[src/rtl/kbd_pkg.sv]
// Shared definitions for the keyboard input port.
// Assumes a 16-bit word address space and 16-bit data words.
package kbd_pkg;
    localparam int unsigned WORD_W = 16;
    localparam int unsigned ADDR_W = 16;
    localparam int unsigned CHAR_W = 8;
    localparam logic [ADDR_W-1:0] STAT_ADDR = 16'hFE00;
    localparam logic [ADDR_W-1:0] DATA_ADDR = 16'hFE02;

    // Which local word an access targets, if any.
    typedef enum logic [1:0] {
        TGT_MEM  = 2'd0,
        TGT_STAT = 2'd1,
        TGT_DATA = 2'd2
    } kbd_tgt_e;
endpackage

[src/rtl/kbd_decode.sv]
// Address decoder: classifies each processor access as local status,
// local data, or pass-through. Assumes exact, full-width address match.
module kbd_decode
    import kbd_pkg::*;
#(
    parameter int unsigned AW = ADDR_W,
    parameter logic [AW-1:0] ST_ADDR = STAT_ADDR,
    parameter logic [AW-1:0] DT_ADDR = DATA_ADDR
) (
    input  logic          req,
    input  logic          we,
    input  logic [AW-1:0] addr,
    output kbd_tgt_e      tgt,
    output logic          stat_rd,
    output logic          fwd
);
    // Pick the target of the current address.
    always_comb begin
        if (addr == ST_ADDR)      tgt = TGT_STAT;
        else if (addr == DT_ADDR) tgt = TGT_DATA;
        else                      tgt = TGT_MEM;
    end

    // Qualify: a status read refreshes state; misses go downstream.
    always_comb begin
        stat_rd = req && !we && (tgt == TGT_STAT);
        fwd     = req && (tgt == TGT_MEM);
    end
endmodule

[src/rtl/kbd_hold_buf.sv]
// One-entry holding buffer for incoming bytes. Takes a byte only while
// empty; empties when the consumer pops it. Assumes pop is only raised
// while full or has no effect otherwise.
module kbd_hold_buf #(
    parameter int unsigned BW = 8
) (
    input  logic          clk,
    input  logic          rst_n,
    input  logic          in_valid,
    input  logic [BW-1:0] in_byte,
    output logic          in_ready,
    input  logic          pop,
    output logic          full,
    output logic [BW-1:0] held
);
    logic take;

    // Accept handshake only while empty.
    always_comb begin
        in_ready = !full;
        take     = in_valid && in_ready;
    end

    // Track occupancy and hold the byte.
    always_ff @(posedge clk) begin
        if (!rst_n) begin
            full <= 1'b0;
            held <= '0;
        end else if (take) begin
            full <= 1'b1;
            held <= in_byte;
        end else if (pop) begin
            full <= 1'b0;
        end
    end

    a_r5_take_fills: assert property (@(posedge clk) disable iff (!rst_n)
        (in_valid && in_ready) |=> (!in_ready && held == $past(in_byte)));
    a_r5_full_keeps: assert property (@(posedge clk) disable iff (!rst_n)
        (full && !pop) |=> (full && $stable(held)));
    a_r6_pop_frees: assert property (@(posedge clk) disable iff (!rst_n)
        (full && pop) |=> in_ready);
endmodule

[src/rtl/kbd_data_reg.sv]
// Data word: captures a zero-extended byte on latch and holds it
// otherwise. Assumes WW >= BW.
module kbd_data_reg #(
    parameter int unsigned WW = 16,
    parameter int unsigned BW = 8
) (
    input  logic          clk,
    input  logic          rst_n,
    input  logic          latch,
    input  logic [BW-1:0] byte_in,
    output logic [WW-1:0] word_q
);
    localparam int unsigned PAD_W = WW - BW;

    // Capture the byte with zero padding when asked.
    always_ff @(posedge clk) begin
        if (!rst_n)     word_q <= '0;
        else if (latch) word_q <= {{PAD_W{1'b0}}, byte_in};
    end

    a_r4_hold: assert property (@(posedge clk) disable iff (!rst_n)
        !latch |=> $stable(word_q));
    a_r3_zero_ext: assert property (@(posedge clk) disable iff (!rst_n)
        latch |=> (word_q[WW-1:BW] == '0));
endmodule

[src/rtl/kbd_port.sv]
// Keyboard input port on the processor word bus. Claims the status and
// data words, forwards all else downstream combinationally. Assumes a
// single-cycle bus where the response is taken in the request cycle.
module kbd_port
    import kbd_pkg::*;
#(
    parameter int unsigned AW = ADDR_W,
    parameter int unsigned WW = WORD_W,
    parameter int unsigned BW = CHAR_W,
    parameter logic [AW-1:0] ST_ADDR = STAT_ADDR,
    parameter logic [AW-1:0] DT_ADDR = DATA_ADDR
) (
    input  logic          clk,
    input  logic          rst_n,
    input  logic          cpu_req,
    input  logic          cpu_we,
    input  logic [AW-1:0] cpu_addr,
    input  logic [WW-1:0] cpu_wdata,
    output logic [WW-1:0] cpu_rdata,
    output logic          mem_req,
    output logic          mem_we,
    output logic [AW-1:0] mem_addr,
    output logic [WW-1:0] mem_wdata,
    input  logic [WW-1:0] mem_rdata,
    input  logic          in_valid,
    input  logic [BW-1:0] in_byte,
    output logic          in_ready
);
    localparam int unsigned RDY_BIT = WW - 1;

    kbd_tgt_e      tgt;
    logic          stat_rd;
    logic          fwd;
    logic          full;
    logic [BW-1:0] held;
    logic          latch;
    logic [WW-1:0] data_q;
    logic [WW-1:0] stat_word;

    kbd_decode #(.AW(AW), .ST_ADDR(ST_ADDR), .DT_ADDR(DT_ADDR)) u_dec (
        .req(cpu_req), .we(cpu_we), .addr(cpu_addr),
        .tgt(tgt), .stat_rd(stat_rd), .fwd(fwd)
    );

    kbd_hold_buf #(.BW(BW)) u_buf (
        .clk(clk), .rst_n(rst_n), .in_valid(in_valid), .in_byte(in_byte),
        .in_ready(in_ready), .pop(latch), .full(full), .held(held)
    );

    kbd_data_reg #(.WW(WW), .BW(BW)) u_data (
        .clk(clk), .rst_n(rst_n), .latch(latch), .byte_in(held),
        .word_q(data_q)
    );

    // A status read moves a waiting byte into the data word.
    always_comb latch = stat_rd && full;

    // Build the freshly refreshed status word.
    always_comb begin
        stat_word          = '0;
        stat_word[RDY_BIT] = full;
    end

    // Drive the downstream port; gate the strobe on a local hit.
    always_comb begin
        mem_req   = fwd;
        mem_we    = cpu_we;
        mem_addr  = cpu_addr;
        mem_wdata = cpu_wdata;
    end

    // Select the read response.
    always_comb begin
        unique case (tgt)
            TGT_STAT: cpu_rdata = stat_word;
            TGT_DATA: cpu_rdata = data_q;
            default:  cpu_rdata = mem_rdata;
        endcase
    end

    a_r8_local_not_fwd: assert property (@(posedge clk) disable iff (!rst_n)
        (cpu_addr == ST_ADDR || cpu_addr == DT_ADDR) |-> !mem_req);
    a_r9_write_ignored: assert property (@(posedge clk) disable iff (!rst_n)
        (cpu_req && cpu_we && full) |=> (full && $stable(data_q)));
    a_r3_latch_value: assert property (@(posedge clk) disable iff (!rst_n)
        (cpu_req && !cpu_we && cpu_addr == ST_ADDR && !in_ready)
        |=> (data_q[BW-1:0] == $past(held)));
    a_r2_empty_read: assert property (@(posedge clk) disable iff (!rst_n)
        (cpu_req && !cpu_we && cpu_addr == ST_ADDR && in_ready)
        |-> (cpu_rdata == '0));
endmodule

[config.mk]
export PLATFORM = sky130hd
export DESIGN_NAME = kbd_port
export DESIGN_NICKNAME = d
export VERILOG_FILES = /design/src/rtl/kbd_pkg.sv /design/src/rtl/kbd_decode.sv /design/src/rtl/kbd_hold_buf.sv /design/src/rtl/kbd_data_reg.sv /design/src/rtl/kbd_port.sv
export SDC_FILE = /design/constraint.sdc
export NUM_CORES = 1
export LEC_CHECK = 0
export ABC_AREA = 1
export BUFFER_PORTS_ARGS = -buffer_cell sky130_fd_sc_hd__buf_2
export CORE_UTILIZATION = 33
export DETAILED_ROUTE_END_ITERATION = 6
export GPL_ROUTABILITY_DRIVEN = 0
export GPL_TIMING_DRIVEN = 0
export PLACE_DENSITY_LB_ADDON = 0.05
export SLEW_MARGIN = 40
export SYNTH_ARGS = -nofsm -noshare
export SYNTH_HDL_FRONTEND = slang
export SYNTH_SLANG_ARGS = --single-unit
export TNS_END_PERCENT = 1
[constraint.sdc]
create_clock -name clk -period 1.35 [get_ports clk]
set_clock_uncertainty 0.1 [all_clocks]
set_input_delay 0.3375 -clock clk [delete_from_list [all_inputs] [get_ports clk]]
set_output_delay 0.3375 -clock clk [all_outputs]
set_load 0.02 [all_outputs]
### Word level (Yosys, flattened, before mapping)

Index checks and enable logic that the tools add are counted.

| storage, ports and cells | value |
|---|---|
| bits in registers | 17 |

| operators by class | value |
|---|---|
| equal/unequal tests | 4 |
| mux-type cells | 5 |
| reduce and logical (&&, ||, !) cells | 9 |

Operator list:

| cell | count |
|---|---|
| $eq 16x16->1 const B | 2 |
| $pmux 16 s2 | 1 |
| $logic_and 1x1->1 | 5 |
| $mux 2 | 2 |
| $eq 2x1->1 const B | 1 |
| $eq 2x2->1 const B | 1 |
| $logic_not 1->1 | 2 |
| $logic_not 2->1 | 1 |
| $mux 1 | 2 |
| $reduce_bool 2->1 | 1 |

### Depth between registers and ports, before layout

| logic depth | value |
|---|---|
| depth after elaboration | 8 |
| depth in mapped cells | 9 |
| gate-level depth less buffers | 8 |

### Hierarchy

A second synthesis with hierarchy kept.

| unflattened totals | value |
|---|---|
| cell total of the unflattened synthesis | 243 |
| area total of the unflattened synthesis | 1571.5 sq um |

Modules (own cells, without submodules):

| module | area each (sq um) | cells an instance | times used |
|---|---|---|---|
| kbd_port | 616.8 | 94 | 1 |
| kbd_data_reg | 420.4 | 60 | 1 |
| kbd_hold_buf | 394.1 | 58 | 1 |
| kbd_decode | 140.1 | 31 | 1 |

### Worst setup path before layout

OpenSTA, ideal clock, no wires.

| timing path | value |
|---|---|
| kind | input -> output |
| start | input port cpu_addr[13] |
| end | output port cpu_rdata[0] |
| arrival time | 1.267 ns |
| stages on the path | 7 |
| data required time | 0.912 ns |
| path slack | -0.354 ns |
| cells stage by stage | nand2_1 -> inv_2 -> nand2_1 -> nor2_4 -> nand2_2 -> buf_2 -> o21ai_1 |

| on the way | value |
|---|---|
| longest elaborated chain between the ends | 5 |

RTL lines:

| element | line | RTL |
|---|---|---|
| start: declaration | kbd_port.sv:17 | `input logic [AW-1:0] cpu_addr,` |
| $eq 16x16->1 | kbd_decode.sv:20 | `else if (addr == DT_ADDR) tgt = TGT_DATA;` |
| $mux 2 | kbd_decode.sv:20 |  |
| $mux 2 * | kbd_decode.sv:19 | `if (addr == ST_ADDR) tgt = TGT_STAT;` |
| $eq 2x2->1 / $eq 2x1->1 (equally long branches) | kbd_port.sv:74 | `unique case (tgt)` |
| $pmux 16 s2 * | kbd_port.sv:74 |  |
| end: declaration | kbd_port.sv:19 | `output logic [WW-1:0] cpu_rdata,` |

Every way passes the cells marked *; elsewhere a longest branch is shown, timed or not.

### Worst setup path in the final report

| timing path | value |
|---|---|
| start | input port cpu_addr[7] |
| end | output port cpu_rdata[7] |

The elaborated chain is that of the path after synthesis.

==> flow_metrics.tcl <==
set metrics [dict create \
    slowest_delay_ns 0.19 \
    drive_gt1_frac 0.648 \
    crit_family "simple AND/OR/NAND/NOR gates" \
    start_util 0.345 \
    diodes 0 \
    reg2reg_depth 5 \
    hold_violations 0 \
    ys_seq_area_frac 0.293 \
    grt_use_total 0.150 \
    path_depth 8 \
    r2r_slack_ns 0.16 \
    holdBufCountCts 0 \
    clkTransAtPathRegs_ns 0.08 \
    critical_path_class "in -> out" \
    avgSynthCellArea_um2 6.45 \
    cp_cell_sequence "buf_2, nor2_1, nand2_2, nor2_2, nand2_4, clkbuf_16, o21ai_4, buf_6" \
    regToRegEndpoint "u_buf.held[1]$_SDFFE_PN0P_" \
    grt_max_degree 11 \
    utilization 0.617 \
    ios 112 \
    syn-cell-area_um2 1160 \
    yosys-top-cells-area "dfxtp_1 29%, buf_4 21%, nor2_1 15%, nand2_1 7.8%, inv_1 6.5%" \
    antenna_found_initial 0 \
    wire_per_inst_um 8.87 \
    ys_warn_count 0 \
    fin_crit_sh 1.34 \
    p_comb_frac 0.362 \
    arrival_ns 1.37 \
    switching_share 0.311 \
    row_count 21 \
    io_buffers 95 \
    cts_sinks 17 \
    irDropWorstVdd_uv 434 \
    fin_ws_ns -0.455 \
    hpwl_mm 2.45 \
    internal-power_mw 0.855 \
    dp_slack_ns -0.586 \
    status "complete, but fails checks" \
    final_nets 349 \
    worstSetupEndpointType "output pin" \
    clk_latency_ns 0.27 \
    critPathSlowestCell "clkbuf_16" \
    htreeDepth 1 \
    syn_nets 241 \
    reg2reg_from "u_buf.full$_SDFFE_PN0P_" \
    period_needed_ns 1.81 \
    crit_end "cpu_rdata[7]" \
    clock_path_buffers 2 \
    cts_root_buf "clkbuf_4" \
    relSlewSlack 0.822 \
    ys_seq_elements 17 \
    switching_power_mw 0.386 \
    power_density_nw_per_um2 598 \
    min_path_type "in -> reg" \
    dieArea_um2 3760 \
    grt_pass1_vias 1052 \
    cts_buffers 3 \
    maxCapViolCount 0 \
    yosysTopAreaCell "dfxtp_1" \
    tightest_slew_ns 0.266 \
    p_seq_frac 0.431 \
    yosysTopAreaCellShare 0.293 \
    rsz0062_at_grt "yes" \
    grt_overflow_total 0 \
    drtIter0Drc 17 \
    setup_violations 25 \
    slew_violations 0 \
    die_h_um 61.3 \
    routed_wl_mm 2.96 \
    fp.dieW_um 61.3 \
    cts_tree "done" \
    max_freq_mhz 554 \
    violations "setup timing" \
    vias 1345 \
    whs_ns 0.193 \
    worstSetupStartpointType "primary input" \
    p_leak_nw 1.20 \
    netlist-cell-type-count 17 \
    synthToLayoutAreaGrowth_pct 78.8 \
    vias_per_cell 4.04 \
    tns_ns -6.95 \
    finalPower_mw 1.24 \
    worst-path-max-fanout 6 \
    syn_inst 180 \
    cp.required_ns 0.91 \
    dr.pass1.iters 4 \
    startpoint "cpu_addr[7]" \
    pwr-share-clk 0.207 \
    antenna_left 0 \
    core_um2 3360 \
    critPathBufInv 3 \
    grt_pass1_wl_mm 4.31 \
    drc 0 \
]
[worst min path at each step]
| stage | from | to | slack [ns] | cells past startpoint |
|---|---|---|---|---|
| global placement | u_buf.held[7]$_SDFFE_PN0P_ | u_buf.held[7]$_SDFFE_PN0P_ | 0.37 | 2 |
| detailed placement | u_buf.held[6]$_SDFFE_PN0P_ | u_buf.held[6]$_SDFFE_PN0P_ | 0.37 | 2 |
| CTS | in_valid | u_buf.full$_SDFFE_PN0P_ | 0.18 | 3 |
| global route | in_valid | u_buf.full$_SDFFE_PN0P_ | 0.21 | 3 |
| floorplan | u_buf.held[0]$_SDFFE_PN0P_ | u_data.word_q[0]$_SDFFE_PN0P_ | 0.35 | 2 |
| finish | in_valid | u_buf.full$_SDFFE_PN0P_ | 0.19 | 3 |
[cells in the final DEF (no fill, tap or decap), drive strengths merged]
cell type / count
nand2: 26
nand4: 2
nand3: 9
dfxtp: 17
inv: 21
nor2: 50
buf: 139
nand3b: 1
o21ai: 17
clkbuf: 5
[final cells by class]
class,count,area [µm²]
repair buffers,103,588
fillers,345,1290
multi-input cells,105,684
flip-flops and latches,17,342
plain buffers,37,299
well taps,46,57.6
inverters,21,78.8
clock buffers,4,26.3
[state kept, by name, summed over array words and instances (netlist names)]
| register | cells |
|---|---|
| u_buf.full | 1 |
| u_buf.held | 8 |
| u_data.word_q | 8 |
[cells in the mapped netlist (all sizes together)]
master / instances
nand2: 26
nand3: 9
nand3b: 1
nand4: 2
o21ai: 17
inv: 21
nor2: 50
dfxtp: 17
buf: 37
[through the flow]
step           instances  cell area [µm²]
3_3_place_gp         321             1850
4_1_cts              330             1980
2_1_floorplan        180             1320
5_1_grt              333             2080
6_report             333             2080
3_5_place_dp         321             1850
[power groups by stage]
stage / Sequential (mW) / Combinational [mW] / Clock, mW
finish: 0.535 / 0.450 / 0.256
floorplan: 0.543 / 0.280 / 0
global placement: 0.545 / 0.429 / 0
global route: 0.539 / 0.496 / 0.291
detailed placement: 0.545 / 0.432 / 0
CTS: 0.535 / 0.441 / 0.272
[layer usage]
metal  global-route usage  up-vias  wire [µm]
met5                    0        -          0
met4               0.0487        0         12
met3               0.0147        2        273
met2                0.286       71       1420
met1                0.173      540       1250
li1                     -      732          -
[cell families after synthesis]
family / count (synthesis) / synth area share
and+or+nand+nor: 88 / 0.330
buffers and inverters: 58 / 0.304
DFF: 17 / 0.293
AOI/OAI and AO/OA: 17 / 0.0733
[worst register-to-register path, cell delays in order, from the launching register on]
cell and delay [ns]:
dfxtp_2 0.37, inv_2 0.07, nand2_1 0.20, inv_1 0.18, nor2_1 0.12, nor2_1 0.05
[what timing repair did]
action	4_1_cts	5_1_grt
hold endpoints to repair	0	0
resized for setup	16	17
cloned	0	1
setup endpoints to repair	18	27
pin swaps	3	7
setup buffers	5	2
(Power assumes the default switching activity.)
